<file path="src/rtl/kbr_pkg.sv">
// Package: shared types for the keyboard receive holding buffer.
// Assumes nothing beyond a single clock domain.
package kbr_pkg;

    // Handshake decision for one cycle.
    typedef struct packed {
        logic take;    // offered byte is written into the register
        logic refuse;  // offered byte is turned away, retry requested
    } kbr_hs_t;

    localparam int unsigned KBR_DEF_DATA_W = 8;
    localparam int unsigned KBR_DEF_ADDR_W = 8;

endpackage

</file>
<file path="src/rtl/kbr_accept_ctrl.sv">
// Module: decides per cycle whether an offered byte is taken or refused.
// Assumes rd_free is high only during a data-port read of a full register.
module kbr_accept_ctrl
    import kbr_pkg::*;
(
    input  logic    kb_valid,
    input  logic    buf_full,
    input  logic    rd_free,
    output logic    ready,
    output kbr_hs_t hs
);

    // Room exists when empty or when the current byte leaves this cycle.
    always_comb begin
        ready     = !buf_full || rd_free;
        hs.take   = kb_valid && ready;
        hs.refuse = kb_valid && !ready;
    end

endmodule

</file>
<file path="src/rtl/kbr_byte_store.sv">
// Module: one-byte holding register with an occupied flag.
// Assumes load and drain may coincide; load then wins and the flag stays set.
module kbr_byte_store #(
    parameter int unsigned DATA_W = 8
) (
    input  logic              clk,
    input  logic              rst_n,
    input  logic              load,
    input  logic [DATA_W-1:0] load_data,
    input  logic              drain,
    output logic              full,
    output logic [DATA_W-1:0] held
);

    // Occupied flag: set on load, cleared on a drain without a load.
    always_ff @(posedge clk) begin
        if (!rst_n)     full <= 1'b0;
        else if (load)  full <= 1'b1;
        else if (drain) full <= 1'b0;
    end

    // Data register: captures only on an accepted byte.
    always_ff @(posedge clk) begin
        if (!rst_n)    held <= '0;
        else if (load) held <= load_data;
    end

endmodule

</file>
<file path="src/rtl/kbr_irq_gen.sv">
// Module: interrupt request generator, level or pulse variant.
// Assumes load marks each accepted byte and full is the occupied flag.
module kbr_irq_gen #(
    parameter bit IRQ_PULSE = 1'b0
) (
    input  logic clk,
    input  logic rst_n,
    input  logic load,
    input  logic full,
    output logic irq
);

    generate
        if (IRQ_PULSE) begin : g_pulse
            logic pulse_q;
            // One-cycle pulse after each accepted byte.
            always_ff @(posedge clk) begin
                if (!rst_n) pulse_q <= 1'b0;
                else        pulse_q <= load;
            end
            assign irq = pulse_q;
        end else begin : g_level
            // Level request follows the occupied flag.
            assign irq = full;
        end
    endgenerate

endmodule

</file>
<file path="src/rtl/kbd_rx_buffer.sv">
// Module: top of the keyboard receive holding buffer.
// Takes bytes over valid/ready, holds one, raises irq, frees on a data-port read.
// Assumes host_addr is stable while host_rd is high.
module kbd_rx_buffer
    import kbr_pkg::*;
#(
    parameter int unsigned DATA_W    = KBR_DEF_DATA_W,
    parameter int unsigned ADDR_W    = KBR_DEF_ADDR_W,
    parameter logic [ADDR_W-1:0] DATA_ADDR = 8'h60,
    parameter bit          IRQ_PULSE = 1'b0
) (
    input  logic              clk,
    input  logic              rst_n,
    input  logic              kb_valid,
    input  logic [DATA_W-1:0] kb_data,
    output logic              kb_ready,
    output logic              kb_retry,
    input  logic              host_rd,
    input  logic [ADDR_W-1:0] host_addr,
    output logic [DATA_W-1:0] host_rdata,
    output logic              buf_full,
    output logic              irq
);

    logic              port_hit;
    logic              rd_free;
    logic [DATA_W-1:0] held;
    kbr_hs_t           hs;

    // Data-port decode and the release of an occupied register.
    always_comb begin
        port_hit = host_rd && (host_addr == DATA_ADDR);
        rd_free  = port_hit && buf_full;
    end

    kbr_accept_ctrl u_accept (
        .kb_valid (kb_valid),
        .buf_full (buf_full),
        .rd_free  (rd_free),
        .ready    (kb_ready),
        .hs       (hs)
    );

    kbr_byte_store #(.DATA_W(DATA_W)) u_store (
        .clk       (clk),
        .rst_n     (rst_n),
        .load      (hs.take),
        .load_data (kb_data),
        .drain     (port_hit),
        .full      (buf_full),
        .held      (held)
    );

    kbr_irq_gen #(.IRQ_PULSE(IRQ_PULSE)) u_irq (
        .clk   (clk),
        .rst_n (rst_n),
        .load  (hs.take),
        .full  (buf_full),
        .irq   (irq)
    );

    // Retry to the keyboard side and the read-data mux.
    always_comb begin
        kb_retry   = hs.refuse;
        host_rdata = port_hit ? held : '0;
    end

endmodule

</file>
<file path="config.mk">
export PLATFORM = sky130hd
export DESIGN_NAME = kbd_rx_buffer
export DESIGN_NICKNAME = d
export VERILOG_FILES = /design/src/rtl/kbr_pkg.sv /design/src/rtl/kbr_accept_ctrl.sv /design/src/rtl/kbr_byte_store.sv /design/src/rtl/kbr_irq_gen.sv /design/src/rtl/kbd_rx_buffer.sv
export SDC_FILE = /design/constraint.sdc
export NUM_CORES = 1
export LEC_CHECK = 0
export BUFFER_PORTS_ARGS = -buffer_cell sky130_fd_sc_hd__buf_2
export CAP_MARGIN = 20
export CORE_ASPECT_RATIO = 1.5
export CORE_MARGIN = 3
export CORE_UTILIZATION = 30
export CTS_BUF_LIST = sky130_fd_sc_hd__clkbuf_16
export DETAILED_ROUTE_END_ITERATION = 8
export PLACE_DENSITY = 0.59
export SETUP_SLACK_MARGIN = 0.2
export SYNTH_ARGS = -nofsm -noshare
export SYNTH_HDL_FRONTEND = slang
export SYNTH_SLANG_ARGS = --single-unit
</file>
<file path="constraint.sdc">
create_clock -name clk -period 4.9 [get_ports clk]
set_input_delay 0.98 -clock clk [delete_from_list [all_inputs] [get_ports clk]]
set_output_delay 0.98 -clock clk [all_outputs]
set_load 0.005 [all_outputs]
</file>
# Word-level counts from Yosys, hierarchy flattened
# Index checks and enable logic that the tools add are counted.
# classes
n_mux	3
n_eq_ne	1
reduce_logical	8
# ops
operator	count
8-bit by 7-bit == test with 1-bit output, second input constant	1
8-bit two-way mux	1
1-bit logical AND	4
1-bit zero test	2
1-bit two-way mux	2
2-bit nonzero test	1
1-bit logical OR	1
# totals
inputBits	20
elab_cells	14
out_inout_bits	12
reg_bits	9

# Longest topological paths before layout
# Gate-level depths: netlist (run 1).
# logic_depth
ltp_word	6
depth_mapped	5
ltp_nobuf	3

# Modules after synthesis
# From an unflattened synthesis (run 1), not the netlist that was laid out.
# unflattened
cells_unflattened	58
area_unflattened_um2	610.6
# modules_own_cells
module	seq_area_each_um2	cells_per_inst	area_per_inst_um2	n_inst
kbr_byte_store	180.2	28	335.3	1
kbd_rx_buffer	0.0	25	237.7	1
kbr_accept_ctrl	0.0	4	30.0	1
kbr_irq_gen	0.0	1	7.5	1

# Worst setup path before layout (run 1)
# No wires, ideal clock.
# synth_path
path_type	input port to output port
startpoint	in host_addr[1]
endpoint	out kb_retry
t_required_ns	3.920
n_path_buf	0
t_arrival_ns	2.204
cell_stages	3
slack_ns	1.716
path_cell_list	or4b_4 nor3_1 and3b_1
# synth_between
elab_chain_cells	6
# synth_rtl
element	line_no	source
start, declared	kbd_rx_buffer.sv:19	input logic [ADDR_W-1:0] host_addr,
8-bit by 7-bit == test with 1-bit output	kbd_rx_buffer.sv:32	port_hit = host_rd && (host_addr == DATA_ADDR);
1-bit logical AND	kbd_rx_buffer.sv:32	
1-bit logical AND	kbd_rx_buffer.sv:33	rd_free = port_hit && buf_full;
1-bit logical OR	kbr_accept_ctrl.sv:15	ready = !buf_full || rd_free;
1-bit zero test	kbr_accept_ctrl.sv:17	hs.refuse = kb_valid && !ready;
1-bit logical AND	kbr_accept_ctrl.sv:17	
end, declared	kbd_rx_buffer.sv:17	output logic kb_retry,
# No other way between the ends.

# Worst setup path after layout (run 1)
# Same ends and word-level chain as after synthesis.

==> results of run 1 <==
[critical path, cell delays in order]
cell and delay (ps):
buf_2 100, or4b_4 550, nor3_1 790, and3b_1 260, buf_2 120
[through the flow]
| step | setup WS, ps | hold WS, ps | util (%) | instances | total power (µW) |
|---|---|---|---|---|---|
| 2_1_floorplan | 1720 | 472 | - | 66 | 106 |
| 3_3_place_gp | 1170 | 486 | 40.4 | 112 | 118 |
| 3_5_place_dp | 1100 | 494 | 40.4 | 112 | 119 |
| 4_1_cts | 1090 | 501 | 44.6 | 116 | 260 |
| 5_1_grt | 951 | 527 | 44.6 | 116 | 268 |
| 6_report | 1120 | 500 | 44.6 | 116 | 258 |
[flip-flops by register name (all words and copies together), names as in the netlist]
register	flops
u_store.held	8
u_store.full	1
[worst max-delay path by stage]
stage	from	to	slack [ps]
2_1_floorplan	host_addr[1]	kb_retry	1720
3_3_place_gp	host_addr[1]	kb_retry	1170
3_5_place_dp	host_addr[1]	kb_retry	1100
4_1_cts	host_addr[1]	kb_retry	1090
5_1_grt	host_addr[1]	kb_retry	950
6_report	host_addr[1]	kb_retry	1120
[synth_stat cells, drive strengths merged]
| master | n | area (µm²) |
|---|---|---|
| o31a | 1 | 8.76 |
| a21boi | 8 | 60.1 |
| nor4 | 1 | 21.3 |
| clkbuf | 4 | 15.0 |
| and2 | 9 | 56.3 |
| buf | 2 | 18.8 |
| and3b | 1 | 8.76 |
| dfxtp | 9 | 180 |
| a221o | 8 | 80.1 |
| nand2b | 9 | 56.3 |
| nor3 | 1 | 5.00 |
| or2 | 1 | 6.26 |
| nand3b | 9 | 67.6 |
| a21o | 1 | 8.76 |
| nand2 | 1 | 3.75 |
| or4b | 1 | 13.8 |
[final cells by class]
class / count / share of cell area (%)
multi-input cells: 51 / 47.4
flip-flops and latches: 9 / 21.5
repair buffers: 31 / 18.5
clock buffers: 3 / 8.97
well taps: 21 / 3.14
clock inverters: 1 / 0.448
[layer usage]
| layer | global-route usage, % | share of wire (%) |
|---|---|---|
| met3 | 3.22 | 6.8 |
| met2 | 21.2 | 49 |
| met5 | 0 | 0 |
| met1 | 15.4 | 44 |
| met4 | 4.00 | 0 |
[cell families after synthesis]
family / share of synthesized area (%)
AO/OA/AOI/OAI: 25.8
buffers and inverters: 5.53
flip-flops: 29.5
AND/OR/NAND/NOR: 39.1
[power by group]
group	internal [µW]	total [µW]	leakage (µW)	switching [µW]
clock	107	141	0.0000423	34.3
sequential	79.4	84.7	0.0000742	5.38
combinational	18.9	32.4	0.000264	13.5
total	205	258	0.000381	53.1
[cell usage in the layout, fill, tap and decap left out, drive strengths merged]
cell	n
buf	31
nand3b	9
and2	9
nand2b	9
dfxtp	9
a21boi	8
a221o	8
clkbuf	3
or2	1
or4b	1
nor3	1
and3b	1
o31a	1
a21o	1
nand2	1
nor4	1
inv	1
==> key figures, run 1 <==
Run status
  • Status: finished, final reports clean

Layout
  • Ratio of cells with drive above 1 in the final layout: 40.0%
  • Reg area: 180 µm²
  • Antenna cells: 0
  • Final instance area: about 840 µm²
  • # nets final: 116
  • Multi-input gate area: 397 µm²
  • # fillers: 188
  • Area growth from synthesis to final layout: 37.1%

Floorplanning
  • DIE AREA: 2620 µm²
  • # rows: 19
  • Number of top-level pins: 32
  • Die width: 42.8 µm
  • DIE HEIGHT: 61.3 µm
  • Core area: about 1900 µm²
  • Initial core utilization: about 33%

Critical path
  • Startpoint types: input port
  • R2R Path Start: u_store.full
  • CP Max Fanout: 10
  • Critical Path AT: 2800 ps
  • R2r endpoint: u_store.held[7]
  • Worst reg-to-reg path cell count: 3
  • Worst setup EP type: primary output
  • Worst reg2reg setup slack: 3550 ps
  • CP required: 3920 ps
  • Crit path kind: input port to primary output

Clock network
  • Post-CTS Setup Bufs: 0
  • CTS H-tree depth: 1
  • CTS root buf: clkbuf_16
  • Max clock buf depth: 2
  • Clock sink count: 9
  • Total CTS buffers: 3
  • Clock-pin slew on the worst setup and hold paths: 40 ps
  • Post-CTS Resized: 0
  • Hold-fix buffers, CTS: 0
  • CTS tree: built
  • Worst-Skew Late Latency: about 230 ps

Detailed routing
  • Avg WL per Cell: 12.7 µm
  • Antenna Nets Post-Route: 0
  • First drt pass iteration count: 4
  • Drc violations: 0
  • Vias: 610
  • WL final: around 1500 µm
  • Iteration-0 DRC Markers: 9
  • Via density: 5.26

Global route
  • Vias in the first global route: 573
  • Initial antenna violation count: 0
  • First-pass GRT wire length: about 2500 µm
  • Overflow after GRT: 0
  • Pin count of the biggest net entering global routing: 20
  • Total track usage: 12.5%

Logic synthesis
  • Synth Area per Inst: 9.25 µm²
  • Cell variety after synth: 17
  • Flops & latches, synth: 9
  • Synthesis Warnings: 0
  • Post-Syn Area: a little over 600 µm²
  • Cells after synthesis: 66
  • Mapped Nets: 86
  • Seq/Total Area, Yosys: ~30%

STA
  • Setup TNS: 0 ps
  • Fin crit period: roughly 3800 ps
  • Final hold violations: 0
  • Headroom to the max-slew limit: 35.7%
  • Max frequency: 0.265 GHz
  • Worst Tran Pin Value: around 960 ps
  • Clock skew: roughly 1.5 ps
  • Unrepaired setup endpoints after global routing: no
  • Fin crit share: 77.1%
  • Max-slew violations: 0
  • Setup violations, final: 0

Hold path
  • Worst hold stages: 1
  • Min-delay worst type: flip-flop to flip-flop
  • Min-Delay Endpoint: u_store.held[4]
  • Min-delay src: u_store.held[4]

Placed design
  • I/O Buffers: 31
  • Placer Congestion: 0.638
  • DP Area: 758 µm²
  • Hpwl dp: 1070 µm

Pwr
  • Lkg Pwr: 0.000381 µW
  • Maximum VDD drop: 0.153 mV
  • PwrDens: 308 nW/µm²

Job
  • MaxCap Viol Count: 0
Power figures use the tool's default switching activity.
==> run 2: changes to the inputs <==
--- a/config.mk
+++ b/config.mk
@@ -12,7 +12,7 @@
 export CORE_UTILIZATION = 30
 export CTS_BUF_LIST = sky130_fd_sc_hd__clkbuf_16
 export DETAILED_ROUTE_END_ITERATION = 8
-export PLACE_DENSITY = 0.59
+export PLACE_DENSITY = 0.61
 export SETUP_SLACK_MARGIN = 0.2
 export SYNTH_ARGS = -nofsm -noshare
 export SYNTH_HDL_FRONTEND = slang
==> constraint.sdc (replaced) <==
create_clock -name clk -period 3.12 [get_ports clk]
set_input_delay 0.624 -clock clk [delete_from_list [all_inputs] [get_ports clk]]
set_output_delay 0.624 -clock clk [all_outputs]
set_load 0.005 [all_outputs]
==> key figures, run 2 (synthesis gave the netlist of run 1 again) <==
Run status
  • Status: finished, final reports clean (unchanged)

Clock network
  • CTS root buf: clkbuf_16 (unchanged)
  • Total CTS buffers: 3 (unchanged)
  • Hold-fix buffers, CTS: 0 (unchanged)
  • Clock sink count: 9 (unchanged)
  • CTS tree: built (unchanged)
  • Max clock buf depth: 2 (unchanged)
  • Worst-Skew Late Latency: 230 ps (about the same)
  • Post-CTS Setup Bufs: 0 (unchanged)
  • Post-CTS Resized: 0 (unchanged)
  • CTS H-tree depth: 1 (unchanged)
  • Clock-pin slew on the worst setup and hold paths: 40 ps (about the same)

Layout
  • Largest register FFs: 8 (unchanged)
  • Final instance area: 845 µm² (was 837 µm²)
  • Most frequent cells in the layout: buf_2 (31), nand3b_1 (9), and2_1 (9), nand2b_1 (9), dfxtp_1 (9) (unchanged)
  • Biggest regs: u_store.held (8), u_store.full (1) (unchanged)
  • # nets final: 117 (was 116)
  • Post-layout util: 45.0% (was 44.6%)
  • Antenna cells: 0 (unchanged)
  • Biggest register: u_store.held (unchanged)
  • Most common cell after layout, fill and taps aside: buf_2 (unchanged)
  • Ratio of cells with drive above 1 in the final layout: 40.6% (was 40.0%)
  • Area growth from synthesis to final layout: 38.3% (was 37.1%)

Detailed routing
  • Avg WL per Cell: 13.5 µm (was 12.7 µm)
  • First drt pass iteration count: 4 (unchanged)
  • WL final: 1580 µm (was 1470 µm)
  • Via density: 5.17 (was 5.26)
  • Vias: 605 (was 610)
  • Antenna Nets Post-Route: 0 (unchanged)
  • Iteration-0 DRC Markers: 6 (was 9)
  • Drc violations: 0 (unchanged)

Critical path
  • R2R Path Start: u_store.full (unchanged)
  • Startpoint types: input port (unchanged)
  • R2r endpoint: u_store.held[3] (was u_store.held[7])
  • Crit path kind: input port to primary output (unchanged)
  • CP required: 2500 ps (was 3920 ps)
  • Worst reg-to-reg path cell count: 3 (unchanged)
  • Worst setup EP type: primary output (unchanged)
  • Worst reg2reg setup slack: 1780 ps (was 3550 ps)
  • Critical path origin: host_addr[1] (unchanged)
  • CP Max Fanout: 10 (unchanged)
  • Critical Path AT: 1970 ps (was 2800 ps)

Placed design
  • Placer Congestion: 0.661 (was 0.638)
  • Hpwl dp: 1120 µm (was 1070 µm)
  • I/O Buffers: 31 (unchanged)
  • DP Area: 766 µm² (was 758 µm²)

STA
  • Setup TNS: 0 ps (unchanged)
  • Worst Tran Pin Value: 518 ps (was 958 ps)
  • Fin crit period: 2590 ps
  • Unrepaired setup endpoints after global routing: no (unchanged)
  • Max-slew violations: 0 (unchanged)
  • Clock skew: 1.13 ps (was 1.47 ps)
  • Fin crit share: 83.0%
  • Final hold violations: 0 (unchanged)
  • Max frequency: 0.386 GHz
  • Headroom to the max-slew limit: 65.2% (was 35.7%)
  • Setup violations, final: 0 (unchanged)
  • Hold slack final: 507 ps (was 500 ps)

Pwr
  • Lkg Pwr: 0.000386 µW (was 0.000381 µW)
  • PwrDens: 485 nW/µm² (was 308 nW/µm²)
  • Maximum VDD drop: 0.218 mV (was 0.153 mV)
  • Power Total: 410 µW (was 258 µW)
  • Switch share: 21.4% (was 20.6%)
  • Psw: 87.9 µW (was 53.1 µW)
  • Proportion of power drawn by the clock network: 54.9% (was 54.6%)
  • Pint: 322 µW (was 205 µW)
  • Seq pwr share: 32.5% (was 32.9%)
  • Combinational power share: 12.5% (about the same)

Floorplanning
  • Number of top-level pins: 32 (unchanged)
  • Die width: 42.8 µm (unchanged)
  • DIE AREA: 2620 µm² (unchanged)
  • DIE HEIGHT: 61.3 µm (unchanged)
  • # rows: 19 (unchanged)
  • Core area: 1880 µm² (unchanged)
  • Initial core utilization: 32.5% (unchanged)

Global route
  • First-pass GRT wire length: 2610 µm (was 2530 µm)
  • Total track usage: 13.7% (was 12.5%)
  • Met2 Use GR: 22.1% (was 21.2%)
  • Met3 GRT Util: 2.92% (was 3.22%)
  • Met1 Use GR: 16.1% (was 15.4%)
  • Overflow after GRT: 0 (unchanged)
  • Pin count of the biggest net entering global routing: 20 (unchanged)
  • GRT Max-Usage Layer: met2 (unchanged)
  • Vias in the first global route: 571 (was 573)
  • Initial antenna violation count: 0 (unchanged)

Hold path
  • Min-delay worst type: flip-flop to flip-flop (unchanged)
  • Min-delay src: u_store.held[1] (was u_store.held[4])
  • Worst hold stages: 1 (unchanged)
  • Min-Delay Endpoint: u_store.held[1] (was u_store.held[4])

Job
  • MaxCap Viol Count: 0 (unchanged)
==> run 2: changes by cell type in the layout (fill, tap and decap cells not counted) <==
cell | previous run | this run
buf_4 | 0 | 1
==> run 2: stage by stage <==
step           worst slack [ps]  instances
4_1_cts                     530        117
2_1_floorplan               648         66
6_report                    530        117
3_3_place_gp                567        113
3_5_place_dp                534        113
5_1_grt                     465        117
==> run 2: critical path, cell delays in order <==
cell,delay [ps]
buf_2,90
or4b_4,560
nor3_1,200
buf_4,190
and3b_1,180
buf_2,120
==> run 2: area by class of cell <==
class                      count  area, µm²
fill                         190       1030
multi-input combinational     51        397
sequential                     9        180
timing repair buffer          32        163
clock buffer                   3       75.1
tap                           21       26.3
clock inverter                 1       3.75
==> run 2: layer usage <==
layer	vias to the layer above	part of all wire, %
met1	274	45
li1	301	-
met4	0	1.7
met5	-	0
met2	28	46
met3	2	7.2
==> run 2: power groups by stage <==
stage	clock [µW]	combinational (µW)	sequential (µW)
final	225	51.4	133
after floorplan	0	36.0	131
after CTS	230	52.1	133
after global routing	239	57.4	136
after global placement	0	50.0	135
after detailed placement	0	51.7	135
==> run 2: worst max-delay path by stage <==
stage | slack, ps | end
2_1_floorplan | 650 | kb_retry
3_3_place_gp | 570 | kb_retry
3_5_place_dp | 530 | kb_retry
4_1_cts | 530 | kb_retry
5_1_grt | 470 | kb_retry
6_report | 530 | kb_retry
